**src/rtl/cru_pkg.sv**
```systemverilog
package cru_pkg;

  typedef enum logic [2:0] {
    BL_AND  = 3'd0,
    BL_OR   = 3'd1,
    BL_XOR  = 3'd2,
    BL_NAND = 3'd3,
    BL_NOR  = 3'd4,
    BL_XNOR = 3'd5,
    BL_ANDC = 3'd6,
    BL_ORC  = 3'd7
  } bitop_e;

  // Request slots, lower index has higher priority
  localparam int REQ_INT = 0;
  localparam int REQ_FPX = 1;
  localparam int REQ_MOV = 2;
  localparam int REQ_CPY = 3;
  localparam int REQ_XER = 4;
  localparam int REQ_CMP = 5;
  localparam int REQ_BIT = 6;
  localparam int NUM_REQ = 7;

endpackage

```
**src/rtl/cru_prio_arb.sv**
```systemverilog
module cru_prio_arb #(
  parameter int N = 7
) (
  input  logic         clk,
  input  logic         rst_n,
  input  logic [N-1:0] req,
  output logic [N-1:0] gnt
);

  logic [N-1:0] seen;

  for (genvar k = 0; k < N; k++) begin : g_slot
    if (k == 0) begin : g_first
      assign seen[k] = 1'b0;
    end else begin : g_rest
      assign seen[k] = seen[k-1] | req[k-1];
    end
    assign gnt[k] = req[k] & ~seen[k];
  end

  assert_gnt_onehot_R10: assert property (@(posedge clk) disable iff (!rst_n)
    $onehot0(gnt));
  assert_gnt_when_req_R10: assert property (@(posedge clk) disable iff (!rst_n)
    (|req) |-> (|gnt));
  assert_gnt_subset_R10: assert property (@(posedge clk) disable iff (!rst_n)
    (gnt & ~req) == '0);

endmodule

```
**src/rtl/cru_cmp.sv**
```systemverilog
module cru_cmp #(
  parameter int W = 32
) (
  input  logic [W-1:0] a,
  input  logic [W-1:0] b,
  input  logic         uns,
  output logic         lt,
  output logic         gt,
  output logic         eq
);

  logic lt_s, lt_u;

  assign lt_s = $signed(a) < $signed(b);
  assign lt_u = a < b;
  assign eq   = (a == b);
  assign lt   = uns ? lt_u : lt_s;
  assign gt   = ~lt & ~eq;

endmodule

```
**src/rtl/cru_bitop.sv**
```systemverilog
module cru_bitop
  import cru_pkg::*;
(
  input  logic       a,
  input  logic       b,
  input  logic [2:0] op,
  output logic       y
);

  bitop_e op_e;
  assign op_e = bitop_e'(op);

  always_comb begin
    unique case (op_e)
      BL_AND:  y = a & b;
      BL_OR:   y = a | b;
      BL_XOR:  y = a ^ b;
      BL_NAND: y = ~(a & b);
      BL_NOR:  y = ~(a | b);
      BL_XNOR: y = ~(a ^ b);
      BL_ANDC: y = a & ~b;
      BL_ORC:  y = a | ~b;
      default: y = 1'b0;
    endcase
  end

endmodule

```
**src/rtl/cond_reg_unit.sv**
```systemverilog
module cond_reg_unit
  import cru_pkg::*;
#(
  parameter int NUM_FIELDS = 8,
  parameter int FIELD_W    = 4,
  parameter int DATA_W     = 32,
  localparam int CR_W      = NUM_FIELDS * FIELD_W,
  localparam int FIDX_W    = $clog2(NUM_FIELDS),
  localparam int BIDX_W    = $clog2(CR_W)
) (
  input  logic                  clk,
  input  logic                  rst_n,
  input  logic                  int_rec_vld,
  input  logic [DATA_W-1:0]     int_result,
  input  logic                  fp_rec_vld,
  input  logic [FIELD_W-1:0]    fp_status,
  input  logic                  mov_vld,
  input  logic [NUM_FIELDS-1:0] mov_mask,
  input  logic [CR_W-1:0]       mov_data,
  input  logic                  cpy_vld,
  input  logic [FIDX_W-1:0]     cpy_src,
  input  logic [FIDX_W-1:0]     cpy_dst,
  input  logic                  xer_ld_vld,
  input  logic [FIDX_W-1:0]     xer_ld_fld,
  input  logic [FIELD_W-1:0]    xer_top,
  output logic                  xer_clr,
  input  logic                  cmp_vld,
  input  logic [FIDX_W-1:0]     cmp_fld,
  input  logic [DATA_W-1:0]     cmp_a,
  input  logic [DATA_W-1:0]     cmp_b,
  input  logic                  cmp_unsigned,
  input  logic                  bit_vld,
  input  logic [2:0]            bit_op,
  input  logic [BIDX_W-1:0]     bit_a,
  input  logic [BIDX_W-1:0]     bit_b,
  input  logic [BIDX_W-1:0]     bit_dst,
  input  logic [BIDX_W-1:0]     test_idx,
  output logic                  test_bit,
  output logic [CR_W-1:0]       cr_q
);

  localparam logic [BIDX_W-1:0] TOPB = BIDX_W'(CR_W - 1);

  logic [NUM_REQ-1:0] req, gnt;
  assign req = {bit_vld, cmp_vld, xer_ld_vld, cpy_vld, mov_vld, fp_rec_vld, int_rec_vld};

  cru_prio_arb #(.N(NUM_REQ)) u_arb (
    .clk  (clk),
    .rst_n(rst_n),
    .req  (req),
    .gnt  (gnt)
  );

  // Flag generation
  logic int_lt, int_gt, int_eq;
  logic cmp_lt, cmp_gt, cmp_eq;
  logic so_in;

  cru_cmp #(.W(DATA_W)) u_int_cmp (
    .a  (int_result),
    .b  ({DATA_W{1'b0}}),
    .uns(1'b0),
    .lt (int_lt),
    .gt (int_gt),
    .eq (int_eq)
  );

  cru_cmp #(.W(DATA_W)) u_op_cmp (
    .a  (cmp_a),
    .b  (cmp_b),
    .uns(cmp_unsigned),
    .lt (cmp_lt),
    .gt (cmp_gt),
    .eq (cmp_eq)
  );

  assign so_in = xer_top[FIELD_W-1];

  logic [FIELD_W-1:0] int_nib, cmp_nib;
  assign int_nib = {int_lt, int_gt, int_eq, so_in};
  assign cmp_nib = {cmp_lt, cmp_gt, cmp_eq, so_in};

  // Field view and per-field next value
  logic [FIELD_W-1:0] fld     [NUM_FIELDS];
  logic [FIELD_W-1:0] nxt_fld [NUM_FIELDS];
  logic [FIELD_W-1:0] cpy_nib;
  logic [CR_W-1:0]    cr_mid, cr_nxt;

  assign cpy_nib = fld[cpy_src];

  for (genvar n = 0; n < NUM_FIELDS; n++) begin : g_fld
    assign fld[n] = cr_q[CR_W-1-FIELD_W*n -: FIELD_W];

    always_comb begin
      nxt_fld[n] = fld[n];
      if (gnt[REQ_INT] && n == 0)
        nxt_fld[n] = int_nib;
      else if (gnt[REQ_FPX] && n == 1)
        nxt_fld[n] = fp_status;
      else if (gnt[REQ_MOV] && mov_mask[n])
        nxt_fld[n] = mov_data[CR_W-1-FIELD_W*n -: FIELD_W];
      else if (gnt[REQ_CPY] && cpy_dst == FIDX_W'(n))
        nxt_fld[n] = cpy_nib;
      else if (gnt[REQ_XER] && xer_ld_fld == FIDX_W'(n))
        nxt_fld[n] = xer_top;
      else if (gnt[REQ_CMP] && cmp_fld == FIDX_W'(n))
        nxt_fld[n] = cmp_nib;
    end

    assign cr_mid[CR_W-1-FIELD_W*n -: FIELD_W] = nxt_fld[n];
  end

  // Single-bit logic path
  logic bl_a, bl_b, bl_y;
  assign bl_a = cr_q[TOPB - bit_a];
  assign bl_b = cr_q[TOPB - bit_b];

  cru_bitop u_bitop (
    .a (bl_a),
    .b (bl_b),
    .op(bit_op),
    .y (bl_y)
  );

  always_comb begin
    cr_nxt = cr_mid;
    if (gnt[REQ_BIT])
      cr_nxt[TOPB - bit_dst] = bl_y;
  end

  // Contents survive reset by intent
  always_ff @(posedge clk) begin
    cr_q <= cr_nxt;
  end

  assign xer_clr  = gnt[REQ_XER];
  assign test_bit = cr_q[TOPB - test_idx];

  assert_idle_hold_R11: assert property (@(posedge clk) disable iff (!rst_n)
    !(|req) |=> $stable(cr_q));
  assert_int_flags_R2: assert property (@(posedge clk) disable iff (!rst_n)
    int_rec_vld |=> $onehot(fld[0][FIELD_W-1:1]));
  assert_int_so_R3: assert property (@(posedge clk) disable iff (!rst_n)
    int_rec_vld |=> fld[0][0] == $past(xer_top[FIELD_W-1]));
  assert_fp_load_R4: assert property (@(posedge clk) disable iff (!rst_n)
    (fp_rec_vld && !int_rec_vld) |=> fld[1] == $past(fp_status));
  assert_mov_empty_R5: assert property (@(posedge clk) disable iff (!rst_n)
    (gnt[REQ_MOV] && mov_mask == '0) |=> $stable(cr_q));
  assert_cpy_move_R6: assert property (@(posedge clk) disable iff (!rst_n)
    gnt[REQ_CPY] |=> fld[$past(cpy_dst)] == $past(cpy_nib));
  assert_xer_clr_R7: assert property (@(posedge clk) disable iff (!rst_n)
    xer_clr |-> (xer_ld_vld && !int_rec_vld && !fp_rec_vld && !mov_vld && !cpy_vld));
  assert_xer_load_R7: assert property (@(posedge clk) disable iff (!rst_n)
    xer_clr |=> fld[$past(xer_ld_fld)] == $past(xer_top));

endmodule

```
**config.mk**
```make
export PLATFORM = sky130hd
export DESIGN_NAME = cond_reg_unit
export DESIGN_NICKNAME = d
export VERILOG_FILES = /design/src/rtl/cru_pkg.sv /design/src/rtl/cru_prio_arb.sv /design/src/rtl/cru_cmp.sv /design/src/rtl/cru_bitop.sv /design/src/rtl/cond_reg_unit.sv
export SDC_FILE = /design/constraint.sdc
export NUM_CORES = 1
export LEC_CHECK = 0
export ABC_CLOCK_PERIOD_IN_PS = 5100
export CELL_PAD_IN_SITES_DETAIL_PLACEMENT = 0
export CELL_PAD_IN_SITES_GLOBAL_PLACEMENT = 1
export CORE_MARGIN = 2
export CORE_UTILIZATION = 33
export DETAILED_ROUTE_END_ITERATION = 16
export PLACE_DENSITY = 0.88
export REMOVE_ABC_BUFFERS = 1
export SLEW_MARGIN = 0
export SYNTH_ARGS = -nofsm -noshare
export SYNTH_HDL_FRONTEND = slang
export SYNTH_HIERARCHICAL = 1
export SYNTH_SLANG_ARGS = --single-unit
```
**constraint.sdc**
```tcl
create_clock -name clk -period 5.1 [get_ports clk]
set_input_delay 1.02 -clock clk [delete_from_list [all_inputs] [get_ports clk]]
set_output_delay 1.02 -clock clk [all_outputs]
set_load 0.02 [all_outputs]
```
==> results.cfg, run 1 <==
[routing]
drtIter0Drc = 551
drcViolationCount = 0
first_pass_iters = 5
vias_per_cell = 5.70
vias = 6553
postRouteAntennaNets = 0
wire_per_inst_um = 19.2
finalWirelength_um = 22000

[floorplanning]
dieArea_um2 = 19000
pin_count = 223
core_area_um2 = 17400
die_h_um = 138
dieWidth_um = 138
fp-row-count = 48
start_util = 0.340

[clocking]
clk_pin_slew_worst_paths_ps = 60
cts_tree = yes
cts.sinks = 32
cts_buffers = 5
clock_latency_ps = 280
cts_hold_buffers = 0
htreeDepth = 2
cts_setup_buffers = 0
cts-root-buf = clkbuf_16
cts_max_path_buffers = 2
cts_resized = 0

[setup_path]
worst-endpoint-required_ps = 5280
cp_max_fo = 10
startpoint_type = primary input
endpoint_kind = flip-flop
arrival_ps = 4820
critPathKind = primary input to flip-flop

[yosys]
synth_fa_ha_area_frac = 0.144
synthDistinctLibCells = 65
seq_area_frac_synth = 0.108
syn_inst = 691
synth-main-ff-cell = dfxtp_1
ys_async_sr_fraction = 0
synth.avg_cell_area_um2 = 8.56
synth_xor_area_frac = 0.00296
muxShareOfSynthArea = 0.216
synth_area_um2 = 5920
ys_seq_elements = 32
synth-edff-count = 0
yosys_warnings = 6
synth_compound_area_frac = 0.218
synthSimpleGateAreaFrac = 0.234
synth_top_family_by_area = simple AND/OR/NAND/NOR gates

[cells_and_area]
layout_common_cells = 221 x clkdlybuf4s50_1, 68 x inv_1, 68 x ha_1, 46 x nand2_1, 41 x o22ai_1
antenna_cells = 0
drive_above_1_share = 0.101
top_regs = cr_q (32)
final_common_cell = clkdlybuf4s50_1
syn_to_final_growth_pct = 44.9
largest_reg_flops = 32
fin_util = 0.493
nFillCells = 1670
seqCellArea_um2 = 641
multi_input_area_um2 = 4950
nets = 1181
top_register = cr_q

[timing]
finClkSkew_ps = 4.62
fmax_ghz = 0.216
max-slew-margin-rel = 0.377
hold_ws_ps = 786
finalHoldViolCount = 0
rsz0062_at_grt = no
worst_pin_slew_ps = 933
setup_violations = 0
slew_viol_final = 0
period_needed_ps = 4640
min_period_over_period = 0.910
fin_tns_setup_ps = 0

[status]
status = finished clean

[global_routing]
grt_use_total = 0.221
antenna_found_initial = 0
grt_max_degree = 19
overflow = 0
grt_pass1_vias = 6133
grt_pass1_wl_um = 32400

[pwr]
ir_worst_vdd_v = 0.000123
p_per_area_nw_per_um2 = 200
p_leak_nw = 3.34

[worst_hold_path]
hold_path_class = flip-flop to flip-flop

[placed_design]
dpl.hpwl_um = 17600
place.gp.congestion = 0.946
portBuffers = 221

[run]
drv_cap = 0
==> layout make-up <==
class | instances | area share
Inverter | 68 | 0.0298
Clock inverter | 1 | 0.000583
Timing Repair Buffer | 235 | 0.270
Clock buffer | 6 | 0.0150
Multi-Input combinational cell | 582 | 0.577
Tap cell | 225 | 0.0328
Sequential cell | 32 | 0.0747
==> logic make-up after synthesis <==
family	after synthesis
muxes	81
AOI/OAI and AO/OA	172
other	1
DFF	32
adders and majority gates	68
buffers and inverters	109
and+or+nand+nor	226
xor gates and xnor gates	2
==> power by group <==
part           switching, W  internal [W]  leakage [nW]
Combinational      0.000436      0.000545          3.01
Clock              0.000115      0.000177        0.0667
Sequential         0.000132      0.000312         0.269
Total              0.000683       0.00103          3.34
==> Yosys cell counts (17+ instances only) <==
| library cell | number | area (um2) |
|---|---|---|
| a21oi_1 | 23 | 115 |
| clkbuf_1 | 26 | 97.6 |
| dfxtp_1 | 32 | 641 |
| ha_1 | 68 | 851 |
| inv_1 | 68 | 255 |
| mux2i_1 | 32 | 320 |
| mux4_2 | 32 | 721 |
| nand2_1 | 46 | 173 |
| nand3_1 | 17 | 85.1 |
| nor2_1 | 19 | 71.3 |
| nor2b_1 | 23 | 144 |
| o21ai_0 | 20 | 100 |
| o22ai_1 | 41 | 257 |
==> worst max-delay path, stage by stage <==
cell             delay [ps]
clkdlybuf4s50_1         660
mux4_2                  460
mux2i_1                  70
and3_1                  190
nor4_1                  600
inv_1                   140
ha_1                    330
o21ai_0                  80
a21oi_1                 210
o21a_1                  390
nand3_1                 250
or2_2                   330
o31ai_1                  80
==> metal layers <==
layer	vias to the layer above	global-route usage	routed length, um
li1	3141	-	-
met1	2961	0.300	9150
met2	411	0.360	9820
met3	40	0.0409	2590
met4	0	0.0567	482
met5	-	0.0111	0
==> path summary, 6_finish.rpt <==
| check | from | to | slack (ps) | depth (start not counted) |
|---|---|---|---|---|
| max reg2reg | cr_q[7]$_DFF_P_ | cr_q[10]$_DFF_P_ | 1510 | 12 |
| min | cr_q[17]$_DFF_P_ | cr_q[17]$_DFF_P_ | 790 | 3 |
| min reg2reg | cr_q[17]$_DFF_P_ | cr_q[17]$_DFF_P_ | 790 | 3 |
| max | bit_a[0] | cr_q[10]$_DFF_P_ | 460 | 13 |
==> stage by stage <==
stage	cell area, um2	std cells	worst slack, ps	power [W]
global route	8580	1149	109	0.00180
floorplan	5840	682	1530	0.000923
global placement	8440	1142	268	0.00140
detailed placement	8440	1142	207	0.00141
CTS	8580	1149	481	0.00170
finish	8580	1149	461	0.00172
(Power assumes the default switching activity.)
==> run 2: changes to the inputs <==
Settings changed: ABC_CLOCK_PERIOD_IN_PS 5100 to default.
==> results of run 2 <==
The final DEF is identical to that of run 1; final timing and power are the same.
